[src/rtl/i2c_regwr_pkg.sv]
package i2c_regwr_pkg;
    typedef enum logic [3:0] {
        ST_IDLE,
        ST_ADDR,
        ST_SUB,
        ST_DATA,
        ST_AUTO,
        ST_ACK,
        ST_TX,
        ST_RACK,
        ST_IGNORE
    } slv_state_t;
endpackage

[src/rtl/i2c_glitch_filter.sv]
module i2c_glitch_filter #(
    parameter int FILT_LEN = 3
) (
    input  logic clk,
    input  logic rst_n,
    input  logic din,
    output logic dout
);
    logic [1:0]          sync_q;
    logic [FILT_LEN-1:0] hist_q;

    always_ff @(posedge clk or negedge rst_n) begin
        if (!rst_n) begin
            sync_q <= 2'b11;
            hist_q <= '1;
            dout   <= 1'b1;
        end else begin
            sync_q <= {sync_q[0], din};
            hist_q <= {hist_q[FILT_LEN-2:0], sync_q[1]};
            if (&hist_q)
                dout <= 1'b1;
            else if (~|hist_q)
                dout <= 1'b0;
        end
    end
endmodule

[src/rtl/i2c_bus_events.sv]
module i2c_bus_events (
    input  logic clk,
    input  logic rst_n,
    input  logic scl,
    input  logic sda,
    output logic scl_rise,
    output logic scl_fall,
    output logic cond_start,
    output logic cond_stop
);
    logic scl_q, sda_q;

    always_ff @(posedge clk or negedge rst_n) begin
        if (!rst_n) begin
            scl_q <= 1'b1;
            sda_q <= 1'b1;
        end else begin
            scl_q <= scl;
            sda_q <= sda;
        end
    end

    assign scl_rise   = scl & ~scl_q;
    assign scl_fall   = ~scl & scl_q;
    assign cond_start = scl & scl_q & sda_q & ~sda;
    assign cond_stop  = scl & scl_q & ~sda_q & sda;
endmodule

[src/rtl/i2c_regwr_slave.sv]
module i2c_regwr_slave
    import i2c_regwr_pkg::*;
#(
    parameter logic [6:0] DEV_ADDR = 7'h45,
    parameter int         FILT_LEN = 3,
    parameter int         HOLD_CYC = 16
) (
    input  logic       clk,
    input  logic       rst_n,
    input  logic       scl_i,
    input  logic       sda_i,
    output logic       sda_oe,
    input  logic [7:0] stat1_i,
    input  logic [7:0] stat2_i,
    output logic       wr_stb,
    output logic [7:0] wr_addr,
    output logic [7:0] wr_data
);
    localparam int HW = $clog2(HOLD_CYC + 1);

    logic [1:0] raw_ln, filt_ln;
    assign raw_ln = {sda_i, scl_i};

    for (genvar g = 0; g < 2; g++) begin : g_filt
        i2c_glitch_filter #(.FILT_LEN(FILT_LEN)) u_filt (
            .clk(clk), .rst_n(rst_n), .din(raw_ln[g]), .dout(filt_ln[g])
        );
    end

    logic scl_f, sda_f, ev_rise, ev_fall, ev_start, ev_stop;
    assign scl_f = filt_ln[0];
    assign sda_f = filt_ln[1];

    i2c_bus_events u_ev (
        .clk(clk), .rst_n(rst_n), .scl(scl_f), .sda(sda_f),
        .scl_rise(ev_rise), .scl_fall(ev_fall),
        .cond_start(ev_start), .cond_stop(ev_stop)
    );

    slv_state_t state, after_ack;
    logic [3:0] cnt;
    logic [7:0] rx_sh, tx_sh, ptr, dat;
    logic       wr_pend, rd_second, m_nack;
    logic       drive_req;
    logic [HW-1:0] hold_cnt;
    logic       hold_run;

    // state register and framing datapath
    always_ff @(posedge clk or negedge rst_n) begin
        if (!rst_n) begin
            state     <= ST_IDLE;
            after_ack <= ST_IDLE;
            cnt       <= '0;
            rx_sh     <= '0;
            tx_sh     <= '1;
            ptr       <= '0;
            dat       <= '0;
            wr_pend   <= 1'b0;
            rd_second <= 1'b0;
            m_nack    <= 1'b0;
            wr_stb    <= 1'b0;
            wr_addr   <= '0;
            wr_data   <= '0;
        end else begin
            wr_stb <= 1'b0;
            if (ev_start) begin
                state   <= ST_ADDR;
                cnt     <= '0;
                wr_pend <= 1'b0;
            end else if (ev_stop) begin
                state   <= ST_IDLE;
                cnt     <= '0;
                wr_pend <= 1'b0;
            end else begin
                unique case (state)
                    ST_IDLE, ST_IGNORE: ;
                    ST_ADDR, ST_SUB, ST_DATA, ST_AUTO: begin
                        if (ev_rise && cnt < 4'd8) begin
                            rx_sh <= {rx_sh[6:0], sda_f};
                            cnt   <= cnt + 4'd1;
                        end else if (ev_fall && cnt == 4'd8) begin
                            cnt <= '0;
                            unique case (state)
                                ST_ADDR: begin
                                    if (rx_sh[7:1] == DEV_ADDR) begin
                                        state     <= ST_ACK;
                                        after_ack <= rx_sh[0] ? ST_TX : ST_SUB;
                                    end else begin
                                        state <= ST_IGNORE;
                                    end
                                end
                                ST_SUB: begin
                                    state <= ST_ACK;
                                    if (rx_sh[7]) begin
                                        ptr       <= {1'b0, rx_sh[6:0]};
                                        after_ack <= ST_AUTO;
                                    end else begin
                                        ptr       <= rx_sh;
                                        after_ack <= ST_DATA;
                                    end
                                end
                                ST_DATA: begin
                                    dat       <= rx_sh;
                                    wr_pend   <= 1'b1;
                                    state     <= ST_ACK;
                                    after_ack <= ST_SUB;
                                end
                                default: begin
                                    dat       <= rx_sh;
                                    wr_pend   <= 1'b1;
                                    state     <= ST_ACK;
                                    after_ack <= ST_AUTO;
                                end
                            endcase
                        end
                    end
                    ST_ACK: begin
                        if (ev_fall) begin
                            state <= after_ack;
                            if (wr_pend) begin
                                wr_stb  <= 1'b1;
                                wr_addr <= ptr;
                                wr_data <= dat;
                                wr_pend <= 1'b0;
                                if (after_ack == ST_AUTO)
                                    ptr <= {1'b0, ptr[6:0] + 7'd1};
                            end
                            if (after_ack == ST_TX) begin
                                tx_sh     <= stat1_i;
                                rd_second <= 1'b0;
                            end
                        end
                    end
                    ST_TX: begin
                        if (ev_rise) begin
                            cnt <= cnt + 4'd1;
                        end else if (ev_fall) begin
                            if (cnt == 4'd8) begin
                                state <= ST_RACK;
                                cnt   <= '0;
                            end else begin
                                tx_sh <= {tx_sh[6:0], 1'b1};
                            end
                        end
                    end
                    ST_RACK: begin
                        if (ev_rise) begin
                            m_nack <= sda_f;
                        end else if (ev_fall) begin
                            if (m_nack || rd_second) begin
                                state <= ST_IGNORE;
                            end else begin
                                rd_second <= 1'b1;
                                tx_sh     <= stat2_i;
                                state     <= ST_TX;
                            end
                        end
                    end
                    default: state <= ST_IDLE;
                endcase
            end
        end
    end

    // drive request decoded from the state
    always_comb begin
        unique case (state)
            ST_ACK:  drive_req = 1'b1;
            ST_TX:   drive_req = ~tx_sh[7];
            default: drive_req = 1'b0;
        endcase
    end

    // SDA output, updated HOLD_CYC clocks after each SCL fall
    always_ff @(posedge clk or negedge rst_n) begin
        if (!rst_n) begin
            sda_oe   <= 1'b0;
            hold_cnt <= '0;
            hold_run <= 1'b0;
        end else if (ev_start || ev_stop) begin
            sda_oe   <= 1'b0;
            hold_run <= 1'b0;
        end else if (ev_fall) begin
            hold_cnt <= HW'(HOLD_CYC - 1);
            hold_run <= 1'b1;
        end else if (hold_run) begin
            if (hold_cnt == '0) begin
                sda_oe   <= drive_req;
                hold_run <= 1'b0;
            end else begin
                hold_cnt <= hold_cnt - 1'b1;
            end
        end
    end
endmodule

[config.mk]
export PLATFORM = sky130hd
export DESIGN_NAME = i2c_regwr_slave
export DESIGN_NICKNAME = d
export VERILOG_FILES = /design/src/rtl/i2c_regwr_pkg.sv /design/src/rtl/i2c_glitch_filter.sv /design/src/rtl/i2c_bus_events.sv /design/src/rtl/i2c_regwr_slave.sv
export SDC_FILE = /design/constraint.sdc
export NUM_CORES = 1
export LEC_CHECK = 0
export ABC_AREA = 1
export BUFFER_PORTS_ARGS = -buffer_cell sky130_fd_sc_hd__clkbuf_2
export CORE_ASPECT_RATIO = 1.75
export CORE_MARGIN = 4
export CORE_UTILIZATION = 25
export DETAILED_ROUTE_END_ITERATION = 8
export GPL_TIMING_DRIVEN = 0
export SLEW_MARGIN = 20
export SYNTH_ARGS = -nofsm -noshare
export SYNTH_HDL_FRONTEND = slang
export SYNTH_SLANG_ARGS = --single-unit
export TNS_END_PERCENT = 5
[constraint.sdc]
create_clock -name clk -period 2.8 [get_ports clk]
set_clock_uncertainty 0.2 [all_clocks]
set_input_delay 0.14 -clock clk [delete_from_list [all_inputs] [get_ports clk]]
set_output_delay 0.14 -clock clk [all_outputs]
set_load 0.02 [all_outputs]
==> Word-level counts from Yosys, hierarchy flattened <==
Cells that the tools add are included.
{ "word_totals": {"ff_bits": 85, "inputBits": 20, "out_inout_bits": 18} }
{ "classes": {"n_reduce_logical": 34, "bitwise": 17, "mux": 76, "eq_ne": 43, "n_lt_le_gt_ge": 1, "addsub": 3} }
{ "ops": {"columns": ["cell", "count"], "rows": [
  ["8-bit two-way mux", 14],
  ["4-bit two-way mux", 21],
  ["4-bit inequality test (second input constant)", 9],
  ["2-bit inequality test (second input constant)", 15],
  ["1-bit two-way mux", 28],
  ["4-bit by 3-bit equality test with 1-bit output (second input constant)", 6],
  ["8-bit case mux with 3 select lines", 1],
  ["4-bit case mux with 5 select lines", 1],
  ["9-bit AND reduction", 2],
  ["8-bit case mux with 2 select lines", 1],
  ["5-bit two-way mux", 3],
  ["5-bit inequality test (second input constant)", 3],
  ["4-bit case mux with 3 select lines", 1],
  ["3-bit AND reduction", 4],
  ["4-bit AND reduction", 3],
  ["6-bit AND reduction", 2],
  ["11-bit AND reduction", 1],
  ["1-bit NOT", 10],
  ["5-bit AND reduction", 2],
  ["2-bit nonzero test", 5],
  ["4-bit by 2-bit equality test with 1-bit output (second input constant)", 2],
  ["4-bit equality test (second input constant)", 2],
  ["4-bit case mux with 2 select lines", 1],
  ["8-bit AND reduction", 1],
  ["other kinds (20)", 36]
]} }

==> Logic depth before layout (Yosys ltp) <==
{ "depth": {"word_depth": 8, "ltp_mapped": 11, "ltp_nobuf": 11} }

==> Modules after synthesis <==
Synthesis repeated with hierarchy kept, for this count alone.
{ "hier_totals": {"cells_unflattened": 527, "hier_area_um2": 4177.8} }
{ "modules_own_cells": {"columns": ["module", "cells_each", "instances", "area_per_inst_um2"], "rows": [
  ["i2c_regwr_slave", 486, 1, 3706.1],
  ["i2c_glitch_filter", 14, 2, 188.9],
  ["i2c_bus_events", 13, 1, 93.8]
]} }

==> Worst setup path before layout <==
No wires, ideal clock.
{ "synth_timing": {"path_type": "flip-flop to flip-flop", "start": "reg u_ev.scl_q", "end": "reg dat[6]", "period_less_slack_ns": 1.969, "slack_ns": 0.831, "required_time_ns": 2.478, "path_stages_with_launch": 8, "arrival_time_ns": 1.647, "cell_sequence": "dfstp_2 > ha_1 > nand4_1 > nand3b_1 > nand3b_4 > buf_2 > nand2_1 > o21ai_1"} }
{ "synth_via": {"elab_chain_cells": 5, "elab_cells_between_ends": 14} }
{ "synth_lines": {"columns": ["element", "line_no", "rtl"], "rows": [
  ["from (decl)", "i2c_bus_events.sv:11", "logic scl_q, sda_q;"],
  ["from (signal assigned)", "i2c_bus_events.sv:18", "scl_q <= scl;"],
  ["1-bit AND or 1-bit NOT (tied branches)", "i2c_bus_events.sv:25, i2c_bus_events.sv:26, i2c_bus_events.sv:23", null],
  ["1-bit AND, on equally long branches", "i2c_bus_events.sv:26, i2c_bus_events.sv:23, i2c_bus_events.sv:25", null],
  ["1-bit AND, or another cell as far along", "i2c_bus_events.sv:26", "assign cond_stop = scl & scl_q & ~sda_q & sda;"],
  ["1-bit NOT (no source line)", null, null],
  ["6-bit AND reduction (no source line) (*)", null, null],
  ["to (signal assigned)", "i2c_regwr_slave.sv:103", "dat <= rx_sh;"],
  ["to (signal assigned)", "i2c_regwr_slave.sv:109", "dat <= rx_sh;"],
  ["to (decl)", "i2c_regwr_slave.sv:42", "logic [7:0] rx_sh, tx_sh, ptr, dat;"]
]} }
Every way passes the cells marked *; elsewhere a longest branch is shown, timed or not.
A chain may end at the register's enable or synchronous reset.

==> Worst setup path after layout <==
{ "layout_timing": {"start": "reg state[0]", "end": "reg tx_sh[4]"} }
{ "layout_via": {"elab_chain_cells": 3, "elab_cells_between_ends": 14} }
{ "layout_lines": {"columns": ["element", "line_no", "rtl"], "rows": [
  ["from (decl)", "i2c_regwr_slave.sv:40", "slv_state_t state, after_ack;"],
  ["from (signal assigned)", "i2c_regwr_slave.sv:119", "state <= after_ack;"],
  ["4-bit by 3-bit equality test with 1-bit output", "i2c_regwr_slave.sv:75", "unique case (state)"],
  ["2-bit inequality test (no source line) or 3-bit nonzero test (tied branches)", null, null],
  ["11-bit AND reduction (no source line)", null, null],
  ["to (signal assigned)", "i2c_regwr_slave.sv:129", "tx_sh <= stat1_i;"],
  ["to (signal assigned)", "i2c_regwr_slave.sv:142", "tx_sh <= {tx_sh[6:0], 1'b1};"],
  ["to (signal assigned)", "i2c_regwr_slave.sv:154", "tx_sh <= stat2_i;"],
  ["to (decl)", "i2c_regwr_slave.sv:42", null]
]} }
Several ways; a longest one is shown, not always the timed one.

==> impl_metrics.env <==
export IMPL_synth_simple_gate_area_frac=0.306
export IMPL_worstPathArrival_ps=2350
export IMPL_clkSlewWorstSetupHoldPaths_ps=70
export IMPL_cts_tree="done"
export IMPL_hold_viol_final=0
export IMPL_rows=62
export IMPL_dr_first_iter_drc_count=185
export IMPL_ctsRootBufferMaster="clkbuf_16"
export IMPL_grt_max_degree=83
export IMPL_fmax_ghz=0.440
export IMPL_clock_latency_ps=340
export IMPL_path_cells="inv_1, nand2_1, nor2_4, buf_4, nand2_1, nand2_1, a21oi_1, dlygate4sd3_1, o21ai_2"
export IMPL_clock_sinks=82
export IMPL_maxSlewHeadroom=0.554
export IMPL_critical_path_class="flop to flop"
export IMPL_synth_top_area_share=0.357
export IMPL_grt_ovfl_total=0
export IMPL_yosys_area_share_adder=0.0238
export IMPL_hold_path_class="flop to flop"
export IMPL_slew_violations=0
export IMPL_synth_top_area_cell="dfrtp_1"
export IMPL_whs_ps=156
export IMPL_layout_common_cells="165 x nand2_1, 60 x dfrtp_1, 39 x o21ai_0, 36 x inv_1, 35 x clkbuf_2"
export IMPL_antenna_found_initial=0
export IMPL_max_stage_delay_ps=570
export IMPL_totalWireLength_um=9680
export IMPL_area_growth_syn_to_layout_pct=23.5
export IMPL_r2r_slack_ps=530
export IMPL_reg2reg_depth=9
export IMPL_endpoint_kind="flop"
export IMPL_via_per_inst=4.32
export IMPL_core_area_mm2=0.0164
export IMPL_synth_cells=498
export IMPL_ys_types=38
export IMPL_instances_no_fill=793
export IMPL_power_density_mw_per_mm2=708
export IMPL_status="finished clean"
export IMPL_yosysWarningCount=0
export IMPL_path_delay_family="buffers and inverters"
export IMPL_synth_xor_area_share=0.00416
export IMPL_worstPathMaxFanout=10
export IMPL_hold_depth=0
export IMPL_io_buffers=36
export IMPL_drc=0
export IMPL_critPathRequiredTime_ps=2880
export IMPL_final_fill_count=1794
export IMPL_clockBufferDepth=2
export IMPL_netlist_area_mm2=0.00421
export IMPL_layout_drive_gt1_share=0.243
export IMPL_dieArea_mm2=0.0190
export IMPL_fin_util=0.316
export IMPL_crit_top_cell="nand2_1"
export IMPL_numCtsBuffers=9
export IMPL_io_pin_count=38
export IMPL_synth_top_family_by_area="simple AND/OR/NAND/NOR gates"
export IMPL_maxCapViolCount=0
export IMPL_dp_slack_ps=527
export IMPL_start_kind="flop"
export IMPL_gp_congestion=0.867
export IMPL_grtUsageTotal=0.106
export IMPL_fp_dieH_um=180
export IMPL_syn_nets=526
export IMPL_timing_final_crit_share=0.811
export IMPL_ys_ff_latch=82
export IMPL_start_util=0.256
export IMPL_diodes=0
export IMPL_peakVddDrop_v=0.000474
export IMPL_grt_pass1_vias=3324
export IMPL_cp_num_buf_inv=3
export IMPL_timing_final_crit_period_ps=2270
export IMPL_wl_per_cell_um=12.2
export IMPL_h_tree_depth=3
export IMPL_vias=3423
export IMPL_fin_ws_ps=529
export IMPL_cp_depth=9
export IMPL_antenna_left=0
export IMPL_p_total_mw=3.68
export IMPL_die_w_um=106
export IMPL_synth_compound_area_frac=0.116
export IMPL_synthMuxAreaShare=0
export IMPL_crit_slowest_cell="dlygate4sd3_1"
export IMPL_placed_cell_area_mm2=0.00468
export IMPL_worst_pin_slew_ps=669
export IMPL_ys_seq_area_frac=0.494
export IMPL_tns_ps=0
export IMPL_stdcell_area_mm2=0.00520
export IMPL_dr_pass1_iters=4
export IMPL_syn_avg_cell_area_um2=8.45
export IMPL_hpwl_um=7010
export IMPL_grt_pass1_wl_um=16300
export IMPL_final_common_cell="nand2_1"
export IMPL_setup_viol=0
export IMPL_dp_cells=758
export IMPL_synthTopCellsByArea="dfrtp_1 36%, nand2_1 15%, dfstp_2 14%"
export IMPL_p_leak_nw=2.43
export IMPL_rsz0062_at_grt="no"
export IMPL_nNetsFinal=592
[where the power goes]
part	switching, mW	total (mW)	internal (mW)
logic	0.553	0.837	0.284
clock network	0.528	1.33	0.798
registers	0.130	1.51	1.39
[cells by family after synthesis]
group                    count (synthesis)
AO/OA/AOI/OAI                           83
adder cells (fa/ha/maj)                  8
flip-flops                              82
XOR/XNOR                                 2
other                                    1
buffers and inverters                   53
AND/OR/NAND/NOR                        269
[cell usage after synthesis]
| cell type | count |
|---|---|
| nor2_2 | 4 |
| nand3b_1 | 3 |
| ha_1 | 8 |
| inv_1 | 36 |
| nor2b_1 | 1 |
| nand3_4 | 1 |
| buf_4 | 3 |
| nand3_1 | 26 |
| a31oi_1 | 1 |
| dfstp_2 | 22 |
| buf_6 | 2 |
| clkbuf_1 | 1 |
| xnor2_1 | 1 |
| o21ai_1 | 8 |
| nand3_2 | 5 |
| a21oi_1 | 17 |
| nand2_2 | 13 |
| o211ai_1 | 2 |
| inv_2 | 6 |
| nor2_1 | 27 |
| o21ai_0 | 39 |
| o221ai_1 | 1 |
| nand3b_4 | 1 |
| nand2_1 | 165 |
| o21ai_2 | 13 |
| nor2_8 | 2 |
| xor2_1 | 1 |
| nand2_4 | 4 |
| nor3_1 | 3 |
| buf_2 | 5 |
| nor2_4 | 2 |
| a21oi_4 | 1 |
| a22oi_1 | 1 |
| or2_2 | 1 |
| nand4_1 | 10 |
| nand4_4 | 1 |
| dfrtp_1 | 60 |
| conb_1 | 1 |
[what timing repair did]
action | 4_1_cts | 5_1_grt
hold endpoints to repair | 70 | 0
buffers inserted | 0 | 0
gates resized for setup | 0 | 0
hold buffers | 19 | 0
[registers in the layout, summed over array words and instances (netlist names)]
signal,flops
dat,8
rx_sh,8
tx_sh,8
wr_data,8
ptr,7
wr_addr,7
g_filt.u_filt.hist_q,6
hold_cnt,5
cnt,4
g_filt.u_filt.sync_q,4
state,4
after_ack,3
g_filt.u_filt.dout,2
hold_run,1
m_nack,1
rd_second,1
sda_oe,1
u_ev.scl_q,1
u_ev.sda_q,1
wr_pend,1
wr_stb,1
[final timing paths]
| kind | start | end |
|---|---|---|
| min in group asynchronous | rst_n | sda_oe |
| worst min register to register | g_filt[1].u_filt.sync_q[1] | g_filt[1].u_filt.hist_q[0] |
| worst max-delay path | state[0] | tx_sh[4] |
| worst min-delay path | g_filt[1].u_filt.sync_q[1] | g_filt[1].u_filt.hist_q[0] |
| worst max register to register | state[0] | tx_sh[4] |
| max in group asynchronous | rst_n | rx_sh[0] |
[routing by layer]
layer	up-vias	share of wire	GRT usage
li1	1742	-	-
met1	1613	0.39	0.116
met2	52	0.55	0.195
met3	16	0.032	0.0230
met4	0	0.025	0.0456
met5	-	0	0
[final cells by class]
class                           count  area [um^2]  share of cell area
Buffer                             11         73.8              0.0142
Clock buffer                        9          225              0.0433
Clock inverter                      7          105              0.0202
Inverter                           42          158              0.0303
Multi-Input combinational cell    363         1900               0.365
Sequential cell                    82         2080               0.400
Tap cell                          224          280              0.0539
Timing Repair Buffer               55          379              0.0730
Note: power is estimated with default switching activity, not from simulation.
